--- config.mk ---
export PLATFORM = sky130hd
export DESIGN_NAME = adc_port_mux
export DESIGN_NICKNAME = d
export VERILOG_FILES = /design/src/rtl/adc_port_pkg.sv /design/src/rtl/rx_frame_phase.sv /design/src/rtl/rx_sample_latch.sv /design/src/rtl/rx_lane_mux.sv /design/src/rtl/adc_port_mux.sv
export SDC_FILE = /design/constraint.sdc
export NUM_CORES = 1
export LEC_CHECK = 0
export CAP_MARGIN = 0
export CORE_UTILIZATION = 40
export CTS_CLUSTER_DIAMETER = 50
export DETAILED_ROUTE_END_ITERATION = 6
export DONT_BUFFER_PORTS = 1
export PLACE_DENSITY_LB_ADDON = 0.25
export SYNTH_ARGS = -nofsm -noshare
export SYNTH_HDL_FRONTEND = slang
export SYNTH_SLANG_ARGS = --single-unit
--- constraint.sdc ---
create_clock -name clk -period 1.55 [get_ports clk]
set_input_delay 0.31 -clock clk [delete_from_list [all_inputs] [get_ports clk]]
set_output_delay 0.31 -clock clk [all_outputs]
set_load 0.02 [all_outputs]
--- src/rtl/adc_port_pkg.sv ---
package adc_port_pkg;

    localparam int NARROW_W = 10;
    localparam int WIDE_W   = 12;
    localparam int HALF_W   = NARROW_W / 2;

    typedef enum logic {
        PH_HEAD = 1'b0,
        PH_TAIL = 1'b1
    } frame_ph_e;

    typedef struct packed {
        logic [NARROW_W-1:0] narrow;
        logic [WIDE_W-1:0]   conv_a;
        logic [WIDE_W-1:0]   conv_b;
    } sample_set_t;

    typedef struct packed {
        logic single;
        logic pick_b;
        logic narrow_off;
    } port_cfg_t;

    typedef struct packed {
        logic [HALF_W-1:0] half;
        logic [WIDE_W-1:0] wide;
        logic              sync;
    } lane_out_t;

    function automatic logic [HALF_W-1:0] upper_half(input logic [NARROW_W-1:0] w);
        return w[NARROW_W-1:HALF_W];
    endfunction

    function automatic logic [HALF_W-1:0] lower_half(input logic [NARROW_W-1:0] w);
        return w[HALF_W-1:0];
    endfunction

endpackage

--- src/rtl/rx_frame_phase.sv ---
module rx_frame_phase
    import adc_port_pkg::*;
(
    input  logic      clk,
    input  logic      rst,
    output frame_ph_e phase,
    output logic      at_head
);
    frame_ph_e phase_q;

    always_ff @(posedge clk) begin
        if (rst) begin
            phase_q <= PH_HEAD;
        end else begin
            phase_q <= (phase_q == PH_HEAD) ? PH_TAIL : PH_HEAD;
        end
    end

    assign phase   = phase_q;
    assign at_head = (phase_q == PH_HEAD);
endmodule

--- src/rtl/rx_sample_latch.sv ---
module rx_sample_latch
    import adc_port_pkg::*;
(
    input  logic        clk,
    input  logic        rst,
    input  logic        at_head,
    input  sample_set_t smp_d,
    input  port_cfg_t   cfg_d,
    output sample_set_t smp_q,
    output port_cfg_t   cfg_q
);
    always_ff @(posedge clk) begin
        if (rst) begin
            smp_q <= '0;
            cfg_q <= '0;
        end else if (at_head) begin
            smp_q <= smp_d;
            cfg_q <= cfg_d;
        end
    end
endmodule

--- src/rtl/rx_lane_mux.sv ---
module rx_lane_mux
    import adc_port_pkg::*;
(
    input  logic        at_head,
    input  sample_set_t smp_live,
    input  port_cfg_t   cfg_live,
    input  sample_set_t smp_held,
    input  port_cfg_t   cfg_held,
    output lane_out_t   nxt
);
    sample_set_t src;
    port_cfg_t   cfg;

    always_comb begin
        src = at_head ? smp_live : smp_held;
        cfg = at_head ? cfg_live : cfg_held;

        if (cfg.narrow_off) begin
            nxt.half = '0;
        end else if (at_head) begin
            nxt.half = upper_half(src.narrow);
        end else begin
            nxt.half = lower_half(src.narrow);
        end

        nxt.sync = at_head & ~cfg.narrow_off;

        if (cfg.single) begin
            nxt.wide = cfg.pick_b ? src.conv_b : src.conv_a;
        end else begin
            nxt.wide = at_head ? src.conv_a : src.conv_b;
        end
    end
endmodule

--- src/rtl/adc_port_mux.sv ---
module adc_port_mux
    import adc_port_pkg::*;
(
    input  logic                clk,
    input  logic                rst,
    input  logic [NARROW_W-1:0] narrow_smp,
    input  logic [WIDE_W-1:0]   wide_a_smp,
    input  logic [WIDE_W-1:0]   wide_b_smp,
    input  logic                single_mode,
    input  logic                pick_b,
    input  logic                narrow_off,
    output logic [HALF_W-1:0]   half_o,
    output logic [WIDE_W-1:0]   wide_o,
    output logic                sync_o
);
    frame_ph_e   phase;
    logic        at_head;
    sample_set_t smp_live;
    port_cfg_t   cfg_live;
    sample_set_t smp_q;
    port_cfg_t   cfg_q;
    lane_out_t   nxt;
    lane_out_t   out_q;

    assign smp_live = '{narrow: narrow_smp, conv_a: wide_a_smp, conv_b: wide_b_smp};
    assign cfg_live = '{single: single_mode, pick_b: pick_b, narrow_off: narrow_off};

    rx_frame_phase u_phase (
        .clk     (clk),
        .rst     (rst),
        .phase   (phase),
        .at_head (at_head)
    );

    rx_sample_latch u_latch (
        .clk     (clk),
        .rst     (rst),
        .at_head (at_head),
        .smp_d   (smp_live),
        .cfg_d   (cfg_live),
        .smp_q   (smp_q),
        .cfg_q   (cfg_q)
    );

    rx_lane_mux u_mux (
        .at_head  (at_head),
        .smp_live (smp_live),
        .cfg_live (cfg_live),
        .smp_held (smp_q),
        .cfg_held (cfg_q),
        .nxt      (nxt)
    );

    always_ff @(posedge clk) begin
        if (rst) begin
            out_q <= '0;
        end else begin
            out_q <= nxt;
        end
    end

    assign half_o = out_q.half;
    assign wide_o = out_q.wide;
    assign sync_o = out_q.sync;
endmodule

Word level (Yosys, flattened, before mapping)
Cells that the tools add are included.
{ "totals": {"regBits": 56, "input_bits": 39, "out_inout_bits": 18, "wordCells": 21} }
{ "op_classes": {"n_mux": 7, "n_bitwise": 3, "n_reduce_logical": 1} }
{ "ops": {"columns": ["op", "count"], "rows": [
  ["$mux 12", 3],
  ["$mux 34", 1],
  ["$mux 5", 1],
  ["$mux 3", 1],
  ["$not 1->1", 2],
  ["$reduce_or 2->1", 1],
  ["$and 1x1->1", 1],
  ["$mux 1", 1]
]} }

Depth between registers and ports, before layout
Gate-level depths: netlist (run 1).
{ "logic_depth": {"ltp_word": 3, "mapped_depth": 6, "ltp_nobuf": 3} }

By module
A second synthesis (run 1) with hierarchy kept.
{ "unflattened": {"hier_cells": 225, "area_unflattened_um2": 2506.2} }
{ "by_module_without_submodules": {"columns": ["module", "n_inst", "cells_each", "area_per_inst_um2"], "rows": [
  ["rx_sample_latch", 1, 119, 1341.3],
  ["rx_lane_mux", 1, 66, 648.1],
  ["adc_port_mux", 1, 37, 489.2],
  ["rx_frame_phase", 1, 3, 27.5]
]} }

Least setup slack after synthesis (run 1)
OpenSTA, ideal clock, no wires.
{ "synth_path": {"kind": "flip-flop to flip-flop", "from": "register u_phase.phase_q (netlist: u_phase.phase)", "to": "register out_q (netlist bit wide_o[4])", "arrival_time_ns": 1.203, "required_ns": 1.420, "setup_slack_ns": 0.217, "path_stages_with_launch": 5, "path_cell_list": "dfxtp_1 > mux2_4 > buf_2 > a211oi_2 > o32ai_2"} }
{ "synth_between": {"elab_chain_len": 3, "word_cells_on_any_way": 5} }
{ "synth_lines": {"columns": ["item", "line", "source"], "rows": [
  ["from (decl)", "rx_frame_phase.sv:9", "frame_ph_e phase_q;"],
  ["from (signal assigned)", "rx_frame_phase.sv:15", "phase_q <= (phase_q == PH_HEAD) ? PH_TAIL : PH_HEAD;"],
  ["$mux 34 or $mux 3 (tied branches)", null, null],
  ["$mux 12, on equally long branches", "rx_lane_mux.sv:31, rx_lane_mux.sv:29", null],
  ["$mux 12 (*)", "rx_lane_mux.sv:28", "if (cfg.single) begin"],
  ["to (signal assigned)", "adc_port_mux.sv:58", "out_q <= nxt;"],
  ["to (decl)", "adc_port_mux.sv:23", "lane_out_t out_q;"]
]} }
Mark *: on every way between the ends. The rest lies on a longest branch, timed or not.
A chain may end at the register's enable or synchronous reset.

Worst setup path after layout (run 1)
{ "layout_path": {"from": "register u_phase.phase_q (netlist: u_phase.phase)", "to": "register out_q (netlist bit wide_o[1])"} }
The elaborated chain is that of the path after synthesis.

==> results.md, run 1 <==
- Synth area leader: dfxtp_1
- Initial DRT Pass Iterations: 4
- Ys async rst share: 0%
- CTS-repair resized insts: 0
- Row cnt: 26
- FF+latch count, synth: 51
- Clock transition at path regs: approximately 90 ps
- Register area: 1020 sq um
- PD cells: 1190 nW/um^2
- Delay-heaviest family, CP: multiplexers
- Routed WL per cell: approximately 14 um
- Fin crit share: around nine tenths
- Relative slew slack: around four fifths
- Die area: 5620 sq um
- Number of synthesized flops with an enable pin: 0
- Tmin final: 1360 ps
- Die W: 74.9 um
- Hold Buf Count CTS: 0
- Synth top cells by count: 51 x dfxtp_1, 34 x a21oi_1, 26 x nor2_1
- Top cell type's share of synthesized area: 48.0%
- Worst Path Required: between 1500 and 2000 ps
- TritonCTS clock tree: built
- Core area: between 5000 and 6000 sq um
- Core Util, Final: 44.1%
- Syn Inst Count: around 210
- Maxcap violations: 0
- Layout cells sized above 1: 15.0%
- I/O pin count: 57
- Setup crit end kind: flip-flop
- Largest net degree at the start of global routing: 49
- Ys flop type: dfxtp_1
- Final Skew: roughly 5.4 ps
- Hold wc startpoint: rst
- Final hold violation count: 0
- CP Buf/Inv Count: 0
- Crit path max fanout: 25
- WL final: 3760 um
- Antenna violations before repair: 0
- Fill count: 511
- CTS sink count: 51
- Worst min-delay path class: in -> reg
- Static leakage: 0.837 nW
- RSZ-0062 raised after global routing: false
- Min Hold Slack: approximately 72 ps
- Clk_lat worst skew: roughly 300 ps
- Startpoint Class: flip-flop
- Crit-path cells: mux2_4, a211oi_1, o32ai_2
- GRT Util Overall: 14.4%
- Worst slew pin tran: between 300 and 400 ps
- Setup Total Neg Slack: 0 ps
- Layout area overhead: 5.76%
- Post-DR vias/cell: about 5
- Crit-path max cell delay: 430 ps
- H-tree depth: 2
- CP max stage cell: mux2_4
- Worst IR drop on VDD: approximately 440 uV
- CP arrival: 1550 ps
- Grt ovf: 0
- Number of global-route vias before repair: ~1300
- Antenna Violating Nets Remaining: 0
- Critical Path Source: u_phase.phase$_SDFF_PP0_
- Syn Nets: 251
- Yosys warns: 0
- Multi-input combinational cell area: 995 sq um
- Top-count cell post-synth: dfxtp_1
- Post-synthesis sequential area ratio: 48.0%
- Max clock buf depth: 2
- Fmax: 0.733 GHz
- Synth top area cells: dfxtp_1 48%, o32ai_2 8.4%, a21oi_1 8.0%, mux2i_1 6.6%, nor2_1 4.6%
- Starting Density: 41.7%
- Iteration-0 DRC Markers: 45
- Root Buffer: clkbuf_8
- PortBufs: 0
- Setup CP Type: reg -> reg
- Cell Area, Synth: 2130 sq um
- Antenna diode count: 0
- Slew Viols, Final: 0
- Crit Reg-Reg Startpoint: u_phase.phase$_SDFF_PP0_
- Vias: around 1400
- Outcome: completed
- Endpoints failing setup: 0
- Setup bufs post-CTS: 0
- First-pass GRT wire length: 5840 um
- NumNets Final: roughly 250
- Mapped Avg Cell Area: roughly 10 sq um
- DP HPWL: 2400 um
- DRC violations left: 0
- Num CTS Buffers: 5
- Netlist cell types: 20
- Die Ht: between 70 and 80 um
- Routability Congestion: 0.653
power by group:
group	switching [mW]	total [mW]	leakage [nW]	internal, mW
logic	0.185	0.345	0.363	0.160
registers	0.0948	1.50	0.422	1.41
clock network	0.411	0.819	0.0515	0.408
total	0.691	2.67	0.837	1.98
worst reg2reg max path: stages, from the launching register on:
cell and delay [ps]:
dfxtp_2 390, mux2_4 430, a211oi_1 310, o32ai_2 120
path summary, 6_finish.rpt:
kind                                  endpoint  slack, ps  depth (start not counted)
setup / recovery          wide_o[1]$_SDFF_PP0_        190                          3
hold reg to reg   u_latch.smp_q[25]$_SDFF_PP0_        470                          2
hold / removal        u_phase.phase$_SDFF_PP0_         70                          1
setup reg to reg          wide_o[1]$_SDFF_PP0_        190                          3
flip-flops by register name (all words and copies together), names as in the netlist, named ones only:
name,flops
u_latch.smp_q,29
wide_o,12
half_o,5
u_latch.cfg_q,2
sync_o,1
u_phase.phase,1
layout make-up:
| cell class | count | area share [%] |
|---|---|---|
| flip-flops and latches | 51 | 45.4 |
| multi-input cells | 143 | 44.2 |
| clock buffers | 8 | 4.45 |
| well taps | 70 | 3.89 |
| repair buffers | 4 | 1.89 |
| inverters | 1 | 0.167 |
logic make-up (layout without fill, tap and decap cells):
| family | count (synthesis) | count (layout) | share of synthesized area (%) |
|---|---|---|---|
| compound gates | 58 | 58 | 22.5 |
| buf+inv | 18 | 13 | 5.29 |
| flops | 51 | 51 | 48.0 |
| mux | 15 | 15 | 7.29 |
| simple gates | 70 | 70 | 17.0 |
per-layer routing:
| metal | part of all wire, % | vias up | GRT usage [%] |
|---|---|---|---|
| met5 | 0 | - | 0 |
| met4 | 0.96 | 0 | 6.29 |
| met3 | 6.5 | 4 | 5.76 |
| met2 | 46 | 35 | 24.0 |
| met1 | 47 | 655 | 16.4 |
| li1 | - | 723 | - |
cell usage in the layout (no fill, tap or decap), types with 3 or more instances in the layout:
cell type,netlist,final
a211oi_1,6,6
a211oi_2,6,6
a21oi_1,34,34
and2_1,12,12
buf_4,2,3
clkbuf_8,0,7
dfxtp_1,51,50
mux2i_1,14,14
nand2_1,5,5
nand2b_1,12,12
nor2_1,26,26
nor2b_1,13,13
o32ai_2,11,11
through the flow:
stage | instance area [sq um] | total power [mW] | worst slack (ps) | std cells
2_1_floorplan | 2130 | 1.85 | 217 | 212
3_3_place_gp | 2150 | 1.88 | 194 | 269
3_5_place_dp | 2150 | 1.88 | 189 | 269
4_1_cts | 2250 | 2.71 | 181 | 277
5_1_grt | 2250 | 2.81 | 94.5 | 277
6_report | 2250 | 2.67 | 186 | 277
Power figures use the tool's default switching activity.
==> run 2: changes to the inputs <==
--- a/config.mk
+++ b/config.mk
@@ -10,6 +10,7 @@
 export CTS_CLUSTER_DIAMETER = 50
 export DETAILED_ROUTE_END_ITERATION = 6
 export DONT_BUFFER_PORTS = 1
+export GPL_TIMING_DRIVEN = 0
 export PLACE_DENSITY_LB_ADDON = 0.25
 export SYNTH_ARGS = -nofsm -noshare
 export SYNTH_HDL_FRONTEND = slang
==> results.md, run 2 (same netlist as run 1, synthesis figures left out) <==
- CP max stage cell: dfxtp_2
- Number of flip-flops in the largest register: 29 (unchanged)
- Max clock buf depth: 2 (unchanged)
- Layout area overhead: 10.1%
- Num CTS Buffers: 5 (unchanged)
- Antenna Violating Nets Remaining: 0 (unchanged)
- Crit-path cells: mux2_4, buf_2, and2_1, o32ai_1
- Relative slew slack: 64.7% (-14 points)
- Crit path max fanout: 10 (-60%)
- PD cells: 1220 nW/um^2 (+3.1%)
- Largest net degree at the start of global routing: 16 (-67%)
- DP HPWL: 3200 um (+34%)
- Hold Buf Count CTS: 0 (unchanged)
- RSZ-0062 raised after global routing: false
- Core Util, Final: 45.9% (+1.8 points)
- Setup CP Type: reg -> reg
- Startpoint Class: flip-flop
- Grt ovf: 0 (unchanged)
- Slew Viols, Final: 0 (unchanged)
- Setup WS pre-CTS: 39.9 ps (-149 ps)
- Maxcap violations: 0 (unchanged)
- Most frequent cells in the layout: 50 x dfxtp_1, 34 x a21oi_1, 26 x nor2_1, 14 x mux2i_1, 13 x nor2b_1
- Setup crit end kind: flip-flop
- Antenna violations before repair: 0 (unchanged)
- Die Ht: 74.9 um (unchanged)
- Vias: 1509 (+6.5%)
- PortBufs: 0 (unchanged)
- Worst Path Required: 1760 ps (+30 ps)
- Met1 Use GR: 23.7% (+7.4 points)
- Iteration-0 DRC Markers: 75 (+67%)
- Routability Congestion: 0.715 (+9.5%)
- Tmin final: 1430 ps (+62.6 ps)
- NumNets Final: 258 (+5.3%)
- Final Worst Setup Slack: 123 ps (-62.6 ps)
- First-pass GRT wire length: 7700 um (+32%)
- Delay-heaviest family, CP: flip-flops
- Hold path cells: 1 (unchanged)
- Routing usage on met3: 5.09% (-0.67 points)
- GRT busiest layer: met2
- Row cnt: 26 (unchanged)
- Clock transition at path regs: 90 ps (about the same)
- TritonCTS clock tree: built
- Endpoints failing setup: 0 (unchanged)
- CTS sink count: 51 (unchanged)
- Core area: 5110 sq um (unchanged)
- Hold wc startpoint: narrow_off
- Setup Total Neg Slack: 0 ps (unchanged)
- Crit Reg-Reg Startpoint: u_phase.phase$_SDFF_PP0_
- CP arrival: 1630 ps (+80 ps)
- Final hold violation count: 0 (unchanged)
- Worst IR drop on VDD: 622 uV (+41%)
- Clk_lat worst skew: 300 ps (about the same)
- Outcome: completed
- Largest Register: u_latch.smp_q
- CP Buf/Inv Count: 1 (+1)
- GRT Util Overall: 18.7% (+4.3 points)
- Commonest non-fill, non-tap cell in the layout: dfxtp_1
- Fin crit share: 92.1% (+4.0 points)
- M2 GR Usage: 30.3% (+6.3 points)
- I/O pin count: 57 (unchanged)
- Initial DRT Pass Iterations: 4 (unchanged)
- Setup bufs post-CTS: 0 (unchanged)
- Layout cells sized above 1: 19.1% (+4.1 points)
- Number of global-route vias before repair: 1584 (+21%)
- Worst min-delay path class: in -> reg
- Root Buffer: clkbuf_8
- Starting Density: 41.7% (unchanged)
- WL final: 4620 um (+23%)
- Reg-to-reg slack, setup: 120 ps (-60 ps)
- Static leakage: 0.893 nW (+6.8%)
- Die area: 5620 sq um (unchanged)
- Routed WL per cell: 15.9 um (+17%)
- Post-DR vias/cell: 5.20 (+1.7%)
- Fmax: 0.701 GHz (-4.4%)
- FF-to-FF End: wide_o[11]$_SDFF_PP0_
- CTS-repair resized insts: 0 (unchanged)
- H-tree depth: 2 (unchanged)
- Antenna diode count: 0 (unchanged)
- DRC violations left: 0 (unchanged)
- Die W: 74.9 um (unchanged)
- Worst R2R Path Depth: 4 (+1)
- Worst slew pin tran: 530 ps (+213 ps)
- Hold Path End: sync_o$_SDFF_PP0_
- Crit-path max cell delay: 380 ps (-50 ps)
- Final Skew: 5.55 ps (+0.169 ps)
- Min Hold Slack: 69.1 ps (-3.06 ps)
-- run 2: layer usage --
metal / wire (um) / up-vias / part of all wire (%)
met3: 291 / 2 / 6.3
li1: - / 745 / -
met1: 2160 / 725 / 47
met5: 0 / - / 0
met4: 28 / 0 / 0.61
met2: 2140 / 37 / 46
-- run 2: cell type report --
cell class / count / area (sq um)
fill: 522 / 2760
sequential: 51 / 1020
multi-input combinational: 143 / 1000
buffer: 17 / 113
tap: 70 / 87.6
clock buffer: 6 / 82.6
clock inverter: 2 / 35.0
inverter: 1 / 3.75
-- run 2: how the worst max path moves through the flow --
stage,from,to,slack (ps),cells after the start
after global placement,u_phase.phase$_SDFF_PP0_,wide_o[10]$_SDFF_PP0_,40,4
after detailed placement,u_phase.phase$_SDFF_PP0_,wide_o[10]$_SDFF_PP0_,40,4
after floorplan,u_phase.phase$_SDFF_PP0_,wide_o[4]$_SDFF_PP0_,220,4
after CTS,u_phase.phase$_SDFF_PP0_,wide_o[9]$_SDFF_PP0_,10,4
after global routing,u_phase.phase$_SDFF_PP0_,wide_o[11]$_SDFF_PP0_,3,4
final,u_phase.phase$_SDFF_PP0_,wide_o[11]$_SDFF_PP0_,120,4
-- run 2: report_power, final --
group	switching, mW	internal (mW)	total (mW)	leakage [nW]
Clock	0.437	0.523	0.960	0.0612
Combinational	0.224	0.176	0.400	0.409
Sequential	0.0945	1.41	1.50	0.422
-- run 2: metrics by stage --
stage / power (mW) / cells / instance area [sq um]
floorplan: 1.85 / 212 / 2130
global placement: 1.93 / 282 / 2220
detailed placement: 1.93 / 282 / 2220
CTS: 2.90 / 290 / 2330
global route: 3.00 / 290 / 2340
finish: 2.86 / 290 / 2340
